--- src/rtl/tone_byte_encoder.sv ---
module tone_byte_encoder #(
  parameter int DATA_W = 8
) (
  input  logic              clk,
  input  logic              rst_n,
  input  logic              tick_i,
  input  logic              start_i,
  input  logic              first_i,
  input  logic [DATA_W-1:0] data_i,
  output logic              gate_o,
  output logic              busy_o,
  output logic              done_o
);
  localparam int NSYM = DATA_W + 1;
  localparam int CW   = $clog2(NSYM + 1);

  logic            busy_q, done_q, gate_q, pend_q;
  logic [1:0]      phase_q;
  logic [CW-1:0]   sym_q;
  logic [NSYM-1:0] sh_q;

  wire ev   = busy_q & (tick_i | pend_q);
  wire cur  = sh_q[NSYM-1];
  wire last = (sym_q == CW'(NSYM - 1));

  always_ff @(posedge clk) begin
    if (!rst_n) begin
      busy_q  <= 1'b0;
      done_q  <= 1'b0;
      gate_q  <= 1'b0;
      pend_q  <= 1'b0;
      phase_q <= 2'd0;
      sym_q   <= '0;
      sh_q    <= '0;
    end else begin
      done_q <= 1'b0;
      if (!busy_q) begin
        pend_q <= (start_i & first_i) ? 1'b0 : (pend_q | tick_i);
        if (start_i) begin
          busy_q  <= 1'b1;
          sh_q    <= {data_i, ~^data_i};
          sym_q   <= '0;
          phase_q <= 2'd0;
        end
      end else begin
        pend_q <= 1'b0;
        if (ev) begin
          case (phase_q)
            2'd0: begin
              gate_q  <= 1'b1;
              phase_q <= 2'd1;
            end
            2'd1: begin
              gate_q  <= gate_q & ~cur;
              phase_q <= 2'd2;
            end
            default: begin
              gate_q  <= 1'b0;
              phase_q <= 2'd0;
              if (last) begin
                busy_q <= 1'b0;
                done_q <= 1'b1;
              end else begin
                sym_q <= sym_q + CW'(1);
                sh_q  <= sh_q << 1;
              end
            end
          endcase
        end
      end
    end
  end

  assign gate_o = gate_q;
  assign busy_o = busy_q;
  assign done_o = done_q;

  assert_idle_gate_low_R10: assert property (@(posedge clk) disable iff (!rst_n)
    !busy_o |-> !gate_o);

  assert_gate_moves_on_tick_R3: assert property (@(posedge clk) disable iff (!rst_n)
    (gate_o != $past(gate_o)) |-> $past(tick_i || pend_q));

  assert_done_single_R9: assert property (@(posedge clk) disable iff (!rst_n)
    done_o |=> !done_o);

  assert_done_with_busy_fall_R9: assert property (@(posedge clk) disable iff (!rst_n)
    done_o |-> $fell(busy_o));

  assert_start_ignored_R2: assert property (@(posedge clk) disable iff (!rst_n)
    (busy_q && start_i && !tick_i && !pend_q) |=> ($stable(sh_q) && $stable(sym_q)));

  assert_first_discards_R8: assert property (@(posedge clk) disable iff (!rst_n)
    (!busy_q && start_i && first_i) |=> !pend_q);
endmodule

--- config.mk ---
export PLATFORM = sky130hd
export DESIGN_NAME = tone_byte_encoder
export DESIGN_NICKNAME = d
export VERILOG_FILES = /design/src/rtl/tone_byte_encoder.sv
export SDC_FILE = /design/constraint.sdc
export NUM_CORES = 1
export LEC_CHECK = 0
export ABC_CLOCK_PERIOD_IN_PS = 1500
export BUFFER_PORTS_ARGS = -buffer_cell sky130_fd_sc_hd__buf_4
export CORE_MARGIN = 2
export CORE_UTILIZATION = 45
export CTS_CLUSTER_SIZE = 12
export DETAILED_ROUTE_END_ITERATION = 7
export PLACE_DENSITY = 0.71
export REMOVE_ABC_BUFFERS = 1
export SYNTH_ARGS = -nofsm -noshare
export SYNTH_HDL_FRONTEND = slang
export SYNTH_SLANG_ARGS = --single-unit
export TNS_END_PERCENT = 1
--- constraint.sdc ---
create_clock -name clk -period 1.5 [get_ports clk]
set_input_delay 0.3 -clock clk [delete_from_list [all_inputs] [get_ports clk]]
set_output_delay 0.3 -clock clk [all_outputs]
set_load 0.1 [all_outputs]
After elaboration in Yosys (flattened, before gate mapping)

Index checks and enable logic that the tools add are counted.

Bitwise logic cells: 8
Multiplexer cells: 21
Add/sub/neg operators: 1
Equal/unequal tests: 5
Reduce and logical (&&, ||, !) cells: 9

Operator list:

| kind                                                                   | number |
|---|---|
| 9-bit two-way mux                                                      | 5 |
| 4-bit two-way mux                                                      | 5 |
| 8-bit XNOR reduction                                                   | 1 |
| 1-bit two-way mux                                                      | 6 |
| 2-bit two-way mux                                                      | 3 |
| 5-bit OR reduction                                                     | 1 |
| 4-bit by 1-bit adder with 4-bit output (second input constant)         | 1 |
| 4-bit equality test (second input constant)                            | 1 |
| 2-bit != test (second input constant)                                  | 2 |
| 1-bit inverter                                                         | 4 |
| 2-bit case mux with 2 select lines                                     | 1 |
| 2-bit AND reduction                                                    | 2 |
| 4-bit AND reduction                                                    | 1 |
| 1-bit AND                                                              | 3 |
| 3-bit OR reduction                                                     | 1 |
| 2-bit by 1-bit equality test with 1-bit output (second input constant) | 1 |
| 2-bit logical NOT                                                      | 1 |
| 2-bit by 1-bit != test with 1-bit output (second input constant)       | 1 |
| 1-bit case mux with 2 select lines                                     | 1 |
| 2-bit nonzero test                                                     | 1 |
| 2-bit OR reduction                                                     | 1 |
| 1-bit OR                                                               | 1 |

Output and inout bits: 3
Register bits after elaboration: 19
Bits of input ports: 13
Logic and storage cells: 51

Logic depth before layout (Yosys ltp)

Depth in word-level cells: 5
Gate-level depth with buffers: 7
Mapped depth without buffers: 6

Worst setup path after synthesis

No wires, ideal clock.

Kind: register -> register
Start: register busy_q (netlist: busy_o)
End: register sh_q[1]
Data required time: 1.434 ns
Library setup time: 0.066 ns
Buffers on the path: 1
Arrival: 1.872 ns
Setup slack: -0.438 ns
Period minus slack after synthesis: 1.938 ns
Cell stages (with the launch flop): 6
Cells stage by stage: dfxtp_1 > o211ai_1 > o21ai_4 > buf_6 > o21ai_1 > a21oi_2

Word-level cells in the longest chain between the ends: 3
Elaborated cells between the ends (all ways): 7
Those cells by class: eq/ne: 3; mux: 1; bitwise: 1; reduce/logical: 2

Ends and longest elaborated chain:

| what                                               | line | text |
|---|---|---|
| start, declared                                    | 17   | `logic busy_q, done_q, gate_q, pend_q;` |
| start signal, assigned                             | 28   | `busy_q <= 1'b0;` |
| start signal, assigned                             | 40   | `busy_q <= 1'b1;` |
| start signal, assigned                             | 61   | `busy_q <= 1'b0;` |
| 1-bit AND                                          | 22   | `wire ev = busy_q & (tick_i \| pend_q);` |
| 2-bit by 1-bit != test with 1-bit output (no line) | --   |  |
| 4-bit AND reduction (no line)                      | --   |  |
| end signal, assigned                               | 41   | `sh_q <= {data_i, ~^data_i};` |
| end signal, assigned                               | 65   | `sh_q <= sh_q << 1;` |
| end, declared                                      | 20   | `logic [NSYM-1:0] sh_q;` |

Parallel ways exist; a longest one is shown, timed or not.
A chain may end at the register's enable or synchronous reset.

Final worst setup path

Start: register sym_q[0]
End: register sh_q[5]

Word-level cells in the longest chain between the ends: 3

Ends and longest elaborated chain:

| what                          | line | text |
|---|---|---|
| start, declared               | 19   | `logic [CW-1:0] sym_q;` |
| start signal, assigned        | 64   | `sym_q <= sym_q + CW'(1);` |
| 4-bit equality test           | 24   | `wire last = (sym_q == CW'(NSYM - 1));` |
| 2-bit != test (no line)       | --   |  |
| 4-bit AND reduction (no line) | --   |  |

No other way between the ends.

==> impl_results.html <==
<table>
<tr><th>Metric</th><th>Value</th></tr>
<tr><th colspan="2">Outcome</th></tr>
<tr><td>Status</td><td>complete, no violations</td></tr>
<tr><th colspan="2">Floorplan</th></tr>
<tr><td>Vertical die dimension</td><td>48.4 um</td></tr>
<tr><td>Die area</td><td>0.00234 mm2</td></tr>
<tr><td>I/O pin total</td><td>16</td></tr>
<tr><td>Initial standard-cell utilization of the core</td><td>0.466</td></tr>
<tr><td>Die Width</td><td>48.4 um</td></tr>
<tr><td>Placement row count</td><td>16</td></tr>
<tr><td>Placeable core area</td><td>0.00190 mm2</td></tr>
<tr><th colspan="2">Flow run</th></tr>
<tr><td>Number of max-cap violations</td><td>0</td></tr>
<tr><th colspan="2">Global routing</th></tr>
<tr><td>Antenna violations before repair</td><td>0</td></tr>
<tr><td>Global route total overflow</td><td>0</td></tr>
<tr><td>Global-route wire length before repair</td><td>2.95 mm</td></tr>
<tr><td>Pin count of the biggest net entering global routing</td><td>18</td></tr>
<tr><td>Total global-route track usage</td><td>0.159</td></tr>
<tr><td>Via count of the first global-routing pass</td><td>681</td></tr>
<tr><th colspan="2">STA</th></tr>
<tr><td>Number of setup violations in the final report</td><td>0</td></tr>
<tr><td>Total Neg Setup Slack</td><td>0 ps</td></tr>
<tr><td>Final hold violations</td><td>0</td></tr>
<tr><td>Smallest setup slack after layout</td><td>101 ps</td></tr>
<tr><td>Period minus WS final</td><td>1400 ps</td></tr>
<tr><td>Pins Over Slew Limit</td><td>0</td></tr>
<tr><td>Final period utilization</td><td>0.933</td></tr>
<tr><td>Tightest hold margin</td><td>196 ps</td></tr>
<tr><td>Transition at the pin with the smallest max-transition slack</td><td>341 ps</td></tr>
<tr><td>Achievable Freq</td><td>715 MHz</td></tr>
<tr><td>Clock skew</td><td>5.55 ps</td></tr>
<tr><td>Headroom to the max-slew limit</td><td>0.772</td></tr>
<tr><th colspan="2">Placement</th></tr>
<tr><td>Post-placement cell area</td><td>0.00105 mm2</td></tr>
<tr><td>Number of port buffers</td><td>15</td></tr>
<tr><td>Worst setup timing slack at the placement stage</td><td>57.4 ps</td></tr>
<tr><td>Global placer's final weighted congestion</td><td>0.704</td></tr>
<tr><td>Post-detail-place hpwl</td><td>1.23 mm</td></tr>
<tr><th colspan="2">Critical path</th></tr>
<tr><td>Required time of the worst setup path</td><td>1720 ps</td></tr>
<tr><td>Critical path type</td><td>flip-flop to flip-flop</td></tr>
<tr><td>Crit path arrival time</td><td>1620 ps</td></tr>
<tr><td>Highest fanout seen on the critical path</td><td>17</td></tr>
<tr><td>Kind of end point of the critical path</td><td>flip-flop</td></tr>
<tr><td>Startpoint type of the worst setup path</td><td>flip-flop</td></tr>
<tr><th colspan="2">Synth</th></tr>
<tr><td>Post-synth cell types</td><td>31</td></tr>
<tr><td>Synthesized instance count</td><td>94</td></tr>
<tr><td>Library cell occupying the most area in the post-synthesis netlist</td><td>dfxtp_1</td></tr>
<tr><td>Number of synthesized register bits</td><td>19</td></tr>
<tr><td>Synth warn</td><td>0</td></tr>
<tr><td>Register area share after synthesis</td><td>0.429</td></tr>
<tr><td>Netlist Area Pre-Place</td><td>886 um2</td></tr>
<tr><td>Top-area cell type share of the netlist area</td><td>0.429</td></tr>
<tr><td>Top cells by area, synth</td><td>dfxtp_1 (43%), mux2i_1 (9.0%), xnor2_1 (5.9%)</td></tr>
<tr><td>Syn Area/Cell</td><td>9.42 um2</td></tr>
<tr><th colspan="2">Cells and area</th></tr>
<tr><td>Area grow syn2layout</td><td>23.2%</td></tr>
<tr><td>Post-Layout Inst Area</td><td>0.00109 mm2</td></tr>
<tr><td>Count of nets after finishing</td><td>131</td></tr>
<tr><td>Total of fill cells in the finished design</td><td>184</td></tr>
<tr><td>Share of post-route cells with drive strength above 1</td><td>0.243</td></tr>
<tr><td>Combined area of the multi-input logic cells</td><td>474 um2</td></tr>
<tr><td>Ant diodes</td><td>0</td></tr>
<tr><td>Seq. cell area</td><td>383 um2</td></tr>
<tr><th colspan="2">Clocking</th></tr>
<tr><td>Clock-pin transition on the worst setup and hold timing paths</td><td>100 ps</td></tr>
<tr><td>CTS tree</td><td>done</td></tr>
<tr><td>Number of buffers added by the clock tree synthesis step</td><td>3</td></tr>
<tr><td># H-tree levels</td><td>1</td></tr>
<tr><td>Latest clock arrival within the worst-skew pair</td><td>290 ps</td></tr>
<tr><td>CTS Sinks</td><td>19</td></tr>
<tr><td>Worst-case clock buffer depth</td><td>2</td></tr>
<tr><td>CTS Root Cell</td><td>clkbuf_4</td></tr>
<tr><th colspan="2">Power and ir drop</th></tr>
<tr><td>Gate power share</td><td>0.199</td></tr>
<tr><td>Power per standard cell area</td><td>915 mW/mm2</td></tr>
<tr><td>Net switching share of the total power</td><td>0.271</td></tr>
<tr><td>Static leakage</td><td>0.445 nW</td></tr>
<tr><td>Share of total power in the clock network</td><td>0.248</td></tr>
<tr><td>Total power after layout</td><td>0.998 mW</td></tr>
<tr><td>IR Drop Worst-Case VDD</td><td>0.694 mV</td></tr>
<tr><td>Pint</td><td>0.728 mW</td></tr>
<tr><td>Switching power summed over all nets</td><td>0.271 mW</td></tr>
<tr><td>Sequential cell fraction of total power</td><td>0.553</td></tr>
<tr><th colspan="2">Detailed routing</th></tr>
<tr><td>Routed wire length per instance</td><td>11.7 um</td></tr>
<tr><td>Number of design rule violations left after detail routing</td><td>0</td></tr>
<tr><td>Via density per instance</td><td>5.11</td></tr>
<tr><td>Total vias in the final route</td><td>726</td></tr>
<tr><td>Post-Route WL</td><td>1.67 mm</td></tr>
<tr><td>Detailed router's first-iteration violation count</td><td>10</td></tr>
<tr><td>Residual antenna-violating net count after detailed routing</td><td>0</td></tr>
<tr><td>Pre-Repair DR Iteration Count</td><td>4</td></tr>
<tr><th colspan="2">Hold path</th></tr>
<tr><td>Hold crit path type</td><td>input pin to flip-flop</td></tr>
</table>
state kept, by name, summed over array words and instances, names as in the netlist:
register and cells:
pend_q 1, phase_q 2, busy_o 1, done_o 1, sym_q 4, gate_o 1, sh_q 9
cell type report:
class | instances | share of cell area
multi-input combinational | 69 | 0.435
timing repair buffer | 20 | 0.149
sequential | 19 | 0.351
tap | 27 | 0.0310
inverter | 3 | 0.0103
clock buffer | 4 | 0.0241
power by group through the flow:
stage	Combinational [mW]	Sequential, mW	Clock, mW
after floorplan	0.0945	0.593	0
after global placement	0.195	0.562	0
after detailed placement	0.200	0.563	0
after CTS	0.201	0.552	0.260
after global routing	0.218	0.556	0.277
final	0.198	0.552	0.248
path summary, 6_finish.rpt:
kind                               start  endpoint  cells past startpoint  slack, ps
worst max-delay path            sym_q[0]   sh_q[5]                      7        100
worst min-delay path             first_i    pend_q                      2        200
worst max register to register  sym_q[0]   sh_q[5]                      7        100
worst min register to register   sh_q[0]   sh_q[0]                      2        490
per-layer routing:
metal	global-route usage	vias up	wire, um
met5	0	-	0
met3	0.0617	2	91
li1	-	381	-
met4	0.0476	0	12
met2	0.255	20	773
met1	0.200	323	790
metrics by stage:
| stage | std cells | utilization |
|---|---|---|
| after floorplan | 91 | - |
| after detailed placement | 136 | 0.551 |
| after global routing | 142 | 0.574 |
| after global placement | 136 | 0.551 |
| final | 142 | 0.574 |
| after CTS | 140 | 0.564 |
critical path, stage by stage (launching register included):
cell and delay, ps:
dfxtp_2 350, inv_1 40, ha_1 190, and3b_1 200, o21ai_4 190, buf_12 160
o21ai_0 80, a21oi_1 120
cell usage after synthesis:
master     count
mux2_2         1
o21ai_1        2
a21oi_2        1
o21ai_4        1
nand3_1        2
inv_1          3
xnor2_1        6
o21ai_0        9
mux2i_1        8
a31oi_1        2
buf_1          1
buf_6          1
nor3b_1        1
nand2b_1       1
nor2_1         7
and3_1         1
ha_1           2
nor3_1         1
or3_1          1
a21oi_1       10
o211a_1        1
and3b_1        1
o32ai_1        1
nand3b_1       1
buf_2          1
a2111oi_0      1
dfxtp_1       19
nand2_1        3
o211ai_1       1
xor2_1         3
nand4_1        1
logic make-up (layout without fill, tap and decap cells):
kind of cell             after synthesis  in the layout  synth area share
AO/OA/AOI/OAI                         29             29             0.201
AND/OR/NAND/NOR                       20             20             0.114
flip-flops                            19             19             0.429
XOR/XNOR                               9              9            0.0890
multiplexers                           9              9             0.103
buffers and inverters                  6             27            0.0353
adder cells (fa/ha/maj)                2              2            0.0282
cells in the final DEF (no fill, tap or decap), types with 2 or more instances in the layout:
master    synthesis  layout
nor2_1            7       7
xnor2_1           6       6
inv_1             3       3
buf_4             0      19
mux2i_1           8       8
a31oi_1           2       2
xor2_1            3       3
o21ai_1           2       2
o21ai_0           9       9
a21oi_1          10      10
nand2_1           3       3
dfxtp_2           0       2
nand3_1           2       2
dfxtp_1          19      17
clkbuf_4          0       3
ha_1              2       2
timing repair:
action | in CTS | in global routing
gates resized for setup | 0 | 2
endpoints found under the setup margin | 0 | 8
buffers inserted | 0 | 2
hold buffers | 0 | 0
(Power assumes the default switching activity.)
